`src/rtl/spi_presc_pkg.sv`:
```
package spi_presc_pkg;
  localparam int CODE_W   = 8;
  localparam int SPR_W    = 4;
  localparam int SPPR_W   = 3;
  localparam int DIV_W    = SPR_W + (2**SPPR_W) - 1;
  localparam int CNT_W    = DIV_W - 1;
  localparam int EXP_B0   = 4;
  localparam int EXP_HI   = 6;
  localparam int LEG_FLAG = 4;

  typedef enum logic {FMT_LEGACY = 1'b0, FMT_EXT = 1'b1} fmt_e;

  localparam logic [DIV_W-1:0] DIV_RST     = DIV_W'(4);
  localparam logic [DIV_W-1:0] DIV_LEG_MIN = DIV_W'(4);
  localparam logic [SPR_W-1:0] SPR_MIN     = SPR_W'(2);
endpackage

```
`src/rtl/presc_code_decode.sv`:
```
module presc_code_decode
  import spi_presc_pkg::*;
#(
  parameter bit HAS_LEGACY = 1'b1
) (
  input  logic              fmt_ext,
  input  logic [CODE_W-1:0] code,
  output logic [DIV_W-1:0]  div_n
);
  logic [SPR_W-1:0]  spr_raw;
  logic [SPR_W-1:0]  spr_eff;
  logic [SPPR_W-1:0] sppr;
  logic [DIV_W-1:0]  ext_div;
  logic              unused_code5;

  assign unused_code5 = code[5];
  assign spr_raw      = code[SPR_W-1:0];
  assign sppr         = {code[EXP_HI+1:EXP_HI], code[EXP_B0]};

  always_comb begin
    spr_eff = (spr_raw < SPR_MIN) ? SPR_MIN : spr_raw;
    ext_div = {{(DIV_W-SPR_W){1'b0}}, spr_eff} << sppr;
  end

  generate
    if (HAS_LEGACY) begin : g_legacy
      logic             half_ok;
      logic [DIV_W-1:0] leg_div;
      always_comb begin
        half_ok = code[LEG_FLAG] && (code[3:1] != 3'd0);
        leg_div = half_ok ? {{(DIV_W-5){1'b0}}, code[3:0], 1'b0} : DIV_LEG_MIN;
        div_n   = (fmt_e'(fmt_ext) == FMT_EXT) ? ext_div : leg_div;
      end
    end else begin : g_ext_only
      logic unused_fmt;
      assign unused_fmt = fmt_ext;
      assign div_n      = ext_div;
    end
  endgenerate
endmodule

```
`src/rtl/presc_shadow.sv`:
```
module presc_shadow
  import spi_presc_pkg::*;
(
  input  logic             clk,
  input  logic             rst_n,
  input  logic             word_start,
  input  logic [DIV_W-1:0] div_in,
  output logic [CNT_W-1:0] lo_len,
  output logic [CNT_W-1:0] hi_len
);
  logic [DIV_W-1:0] div_q;
  logic [DIV_W-1:0] div_d;

  always_comb begin
    div_d = word_start ? div_in : div_q;
  end

  always_ff @(posedge clk or negedge rst_n) begin
    if (!rst_n) div_q <= DIV_RST;
    else        div_q <= div_d;
  end

  assign lo_len = CNT_W'((div_q + DIV_W'(1)) >> 1);
  assign hi_len = CNT_W'(div_q >> 1);

  p_hold_midword_r8: assert property (@(posedge clk) disable iff (!rst_n)
    !word_start |=> $stable(div_q));

  p_div_range_r11: assert property (@(posedge clk) disable iff (!rst_n)
    (div_q >= DIV_W'(2)) && (div_q <= DIV_W'(1920)));
endmodule

```
`src/rtl/presc_phase_gen.sv`:
```
module presc_phase_gen
  import spi_presc_pkg::*;
(
  input  logic             clk,
  input  logic             rst_n,
  input  logic             run,
  input  logic             word_start,
  input  logic [CNT_W-1:0] lo_len,
  input  logic [CNT_W-1:0] hi_len,
  output logic             sclk,
  output logic             sclk_tick
);
  logic [CNT_W-1:0] cnt_q, cnt_d;
  logic             lvl_q, lvl_d;
  logic             tick_q, tick_d;
  logic [CNT_W-1:0] cur_len;
  logic             phase_end;

  assign cur_len   = lvl_q ? hi_len : lo_len;
  assign phase_end = (cnt_q == cur_len - CNT_W'(1));

  always_comb begin
    cnt_d  = cnt_q;
    lvl_d  = lvl_q;
    tick_d = 1'b0;
    if (!run || word_start) begin
      cnt_d = '0;
      lvl_d = 1'b0;
    end else if (phase_end) begin
      cnt_d  = '0;
      lvl_d  = ~lvl_q;
      tick_d = 1'b1;
    end else begin
      cnt_d = cnt_q + CNT_W'(1);
    end
  end

  always_ff @(posedge clk or negedge rst_n) begin
    if (!rst_n) begin
      cnt_q  <= '0;
      lvl_q  <= 1'b0;
      tick_q <= 1'b0;
    end else begin
      cnt_q  <= cnt_d;
      lvl_q  <= lvl_d;
      tick_q <= tick_d;
    end
  end

  assign sclk      = lvl_q;
  assign sclk_tick = tick_q;

  p_tick_flips_r7: assert property (@(posedge clk) disable iff (!rst_n)
    sclk_tick |-> (sclk != $past(sclk)));

  p_quiet_flat_r7: assert property (@(posedge clk) disable iff (!rst_n)
    (!sclk_tick && $past(run) && !$past(word_start)) |-> $stable(sclk));

  p_run_idle_r9: assert property (@(posedge clk) disable iff (!rst_n)
    !run |=> (!sclk && !sclk_tick));

  p_restart_r10: assert property (@(posedge clk) disable iff (!rst_n)
    (run && word_start) |=> (!sclk && !sclk_tick));

  p_cnt_bound_r6: assert property (@(posedge clk) disable iff (!rst_n)
    cnt_q < cur_len);
endmodule

```
`src/rtl/sclk_prescaler.sv`:
```
module sclk_prescaler
  import spi_presc_pkg::*;
#(
  parameter bit HAS_LEGACY = 1'b1
) (
  input  logic              clk,
  input  logic              rst_n,
  input  logic              fmt_ext,
  input  logic [CODE_W-1:0] div_code,
  input  logic              word_start,
  input  logic              run,
  output logic              sclk_tick,
  output logic              sclk
);
  logic [1:0]       rs_q;
  logic             rst_sync_n;
  logic [DIV_W-1:0] div_n;
  logic [CNT_W-1:0] lo_len;
  logic [CNT_W-1:0] hi_len;

  always_ff @(posedge clk or negedge rst_n) begin
    if (!rst_n) rs_q <= 2'b00;
    else        rs_q <= {rs_q[0], 1'b1};
  end
  assign rst_sync_n = rs_q[1];

  presc_code_decode #(.HAS_LEGACY(HAS_LEGACY)) u_dec (
    .fmt_ext (fmt_ext),
    .code    (div_code),
    .div_n   (div_n)
  );

  presc_shadow u_shd (
    .clk        (clk),
    .rst_n      (rst_sync_n),
    .word_start (word_start),
    .div_in     (div_n),
    .lo_len     (lo_len),
    .hi_len     (hi_len)
  );

  presc_phase_gen u_ph (
    .clk        (clk),
    .rst_n      (rst_sync_n),
    .run        (run),
    .word_start (word_start),
    .lo_len     (lo_len),
    .hi_len     (hi_len),
    .sclk       (sclk),
    .sclk_tick  (sclk_tick)
  );

  p_reset_idle_r1: assert property (@(posedge clk)
    !rst_sync_n |=> (!sclk && !sclk_tick));
endmodule

```
`config.mk`:
```
export PLATFORM = sky130hd
export DESIGN_NAME = sclk_prescaler
export DESIGN_NICKNAME = d
export VERILOG_FILES = /design/src/rtl/spi_presc_pkg.sv /design/src/rtl/presc_code_decode.sv /design/src/rtl/presc_shadow.sv /design/src/rtl/presc_phase_gen.sv /design/src/rtl/sclk_prescaler.sv
export SDC_FILE = /design/constraint.sdc
export NUM_CORES = 1
export LEC_CHECK = 0
export BUFFER_PORTS_ARGS = -buffer_cell sky130_fd_sc_hd__buf_2
export CORE_MARGIN = 2
export CORE_UTILIZATION = 25
export DETAILED_ROUTE_END_ITERATION = 6
export GPL_ROUTABILITY_DRIVEN = 0
export GPL_TIMING_DRIVEN = 0
export PLACE_DENSITY = 0.43
export SLEW_MARGIN = 20
export SYNTH_ARGS = -nofsm -noshare
export SYNTH_HDL_FRONTEND = slang
export SYNTH_HIERARCHICAL = 1
export SYNTH_SLANG_ARGS = --single-unit
```
`constraint.sdc`:
```
create_clock -name clk -period 0.9 [get_ports clk]
set_clock_uncertainty 0.15 [all_clocks]
set_input_delay 0.135 -clock clk [delete_from_list [all_inputs] [get_ports clk]]
set_output_delay 0.135 -clock clk [all_outputs]
set_load 0.01 [all_outputs]
```
==> results.cfg <==
[run_status]
outcome = finished with violations
violations = hold timing, setup timing

[final_layout]
utilization_pct = 35.45
drive_gt1_share_pct = 47.01
diodes = 0
final_cell_mix = buf_4 (27), dfrtp_1 (19), xnor2_1 (18)
final_common_cell = buf_4
final_area_sq_um = 2869
areaGrowthSynthToFinish_pct = 39.05
final_nets = 268

[logic_synthesis]
ys_seq_area_share_pct = 30.38
synth_fp_nets = 232
async_flop_share_pct = 100.0
synth-xor-area-share_pct = 13.52
synthSimpleGateAreaFrac_pct = 22.20
synthAdderAreaFrac_pct = 1.819
synthDistinctLibCells = 55
synth_top_family_by_area = simple AND/OR/NAND/NOR gates
ys_ff_latch = 25
synth.mux.area_fraction_pct = 11.95
avgSynthCellArea_sq_um = 9.552
synthFlopType = dfrtp_1
synth_compound_area_share_pct = 12.61
yosys_warnings = 6
syn_inst = 216
syn_area_sq_um = 2063
synth_edf_count = 0

[drt]
drc = 0
dr.pass1.iters = 4
wl_per_cell_microns = 14.67
wirelength_mm = 5.221
drt_iter0_drc = 27
antenna_left = 0
vias = 1696
viasPerCell = 4.764

[die]
dieWidth_microns = 94.85
pin_count = 15
core-area_sq_um = 8093
row_count = 33
fp.dieArea_sq_um = 8996
initial_core_util_pct = 25.49
die_height_microns = 94.85

[cts]
tritoncts.num_buffers = 3
hold_buffers = 1
clkSinkCount = 25
clk_pin_slew_worst_paths_ns = 0.09
cts.htree.levels = 1
root_buffer = clkbuf_8
cts_tree = built
clk_latency_ns = 0.27
cts_buffer_depth = 2

[min_path]
hp-start = word_start
hold_path_depth = 2
hold_path.class = primary input to register

[critical_path]
rr_worst_depth = 10
crit_slowest_cell = dfstp_2
startpoint = u_shd/div_q[2]
crit_path_end_kind = register
worst-setup-path-type = register to register
timing.rr.start = u_shd/div_q[2]
max_stage_delay_ns = 0.57
cp_cell_sequence = and3_4, nand3_4, xnor2_2, or4_4, o22ai_4, nand2_1, or3_4, a2111oi_4, buf_4, nor3_1
cp_max_fo = 5
startpoint_type = register
cp.arrival_ns = 3.16
cp_data_required_time_ns = 0.89

[grt]
grt_pass1_wl_mm = 8.652
grt_pass1_vias = 1692
grtUsageTotal_pct = 12.21
overflow = 0
antenna_found_initial = 0
grt_max_degree = 24

[timing]
slew_viol_final = 0
fmaxAchievable_mhz = 315.6
setup_ws_ns = -2.269
setup-tns-final_ns = -28.66
worstMarginPinSlew_ns = 0.4990
slew_headroom_pct = 66.58
min_period_ns = 3.169
hold_viol_final = 1
whs_ns = -0.01823
fin_crit_sh_pct = 352.1
setup_viol = 25
rsz0062_at_grt = true

[placed_design]
dp_slack_ns = -2.397
dpl_cell_area_sq_um = 2381
port_buffers = 11
dp_hpwl_mm = 3.566

[power]
leakagePower_nw = 1.142
vdd_drop_max_mv = 0.6229
power_density_nw_per_um2 = 1119

[run]
maxCapViolations = 0
[stage by stage]
stage,power (mW),instances
after global routing,3.415,356
after floorplan,2.023,216
after CTS,3.177,353
after detailed placement,2.222,332
final,3.210,356
after global placement,2.229,332
[timing repair]
| action | CTS | global route |
|---|---|---|
| pin swaps | 12 | 9 |
| resized for setup | 41 | 25 |
| endpoints found under the setup margin | 48 | 27 |
| hold endpoints to repair | 3 | 1 |
| setup buffers | 15 | 3 |
| gates cloned | 1 | 0 |
[cell families after synthesis]
group	after synthesis
buffers and inverters	23
adders and majority gates	3
other	1
DFF	25
xor gates and xnor gates	31
and+or+nand+nor	80
muxes	23
AOI/OAI and AO/OA	30
[cell type report]
| cell class | instances | area [sq um] |
|---|---|---|
| multi-input combinational | 168 | 1587 |
| tap | 105 | 131.4 |
| sequential | 25 | 635.6 |
| fill | 826 | 5224 |
| inverter | 4 | 17.52 |
| timing repair buffer | 31 | 267.8 |
| buffer | 19 | 185.2 |
| clock buffer | 4 | 45.04 |
[registers in the layout (all words and copies together) (netlist names)]
| signal | cells |
|---|---|
| u_ph/sclk_tick | 1 |
| u_ph/sclk | 1 |
| rs_q | 2 |
| u_ph/cnt_q | 10 |
| u_shd/div_q | 11 |
[layer usage]
layer	global-route usage (%)	vias to the layer above	share of wire, %
met1	17.49	824	50
met3	2.075	6	2.0
met4	2.174	0	1.3
met5	0	-	0
met2	19.44	19	46
li1	-	847	-
[critical path: cells and delay by family, from the launching register on]
family          cells  cell delay (ns)
compound gates      2             0.63
xor+xnor            1             0.14
simple gates        6             1.32
flops               1             0.57
buf+inv             1             0.23
[power breakdown]
group / switching, mW / internal, mW
Combinational: 0.614 / 0.632
Sequential: 0.0881 / 1.18
Clock: 0.378 / 0.317
[Yosys cell counts (4+ instances only)]
master / n / share of area (%)
a21oi_1: 5 / 1.2
buf_2: 4 / 0.97
buf_4: 10 / 3.6
dfrtp_1: 24 / 29
mux2_2: 12 / 6.5
mux2i_1: 10 / 4.9
nand2_1: 9 / 1.6
nand2b_1: 4 / 1.2
nand3_1: 10 / 2.4
nand4_1: 5 / 1.5
nor2_1: 14 / 2.5
nor3_1: 15 / 3.6
o21ai_0: 5 / 1.2
xnor2_1: 20 / 8.5
xor2_1: 10 / 4.2
[final timing paths]
kind | endpoint | slack [ns]
max reg2reg | u_ph/cnt_q[8] | -2.27
min in group asynchronous | rs_q[1] | 0.01
max | u_ph/cnt_q[8] | -2.27
min reg2reg | u_shd/div_q[4] | 0.08
min | u_shd/div_q[10] | -0.02
max in group asynchronous | u_shd/div_q[2] | 0.23
(Power assumes the default switching activity.)
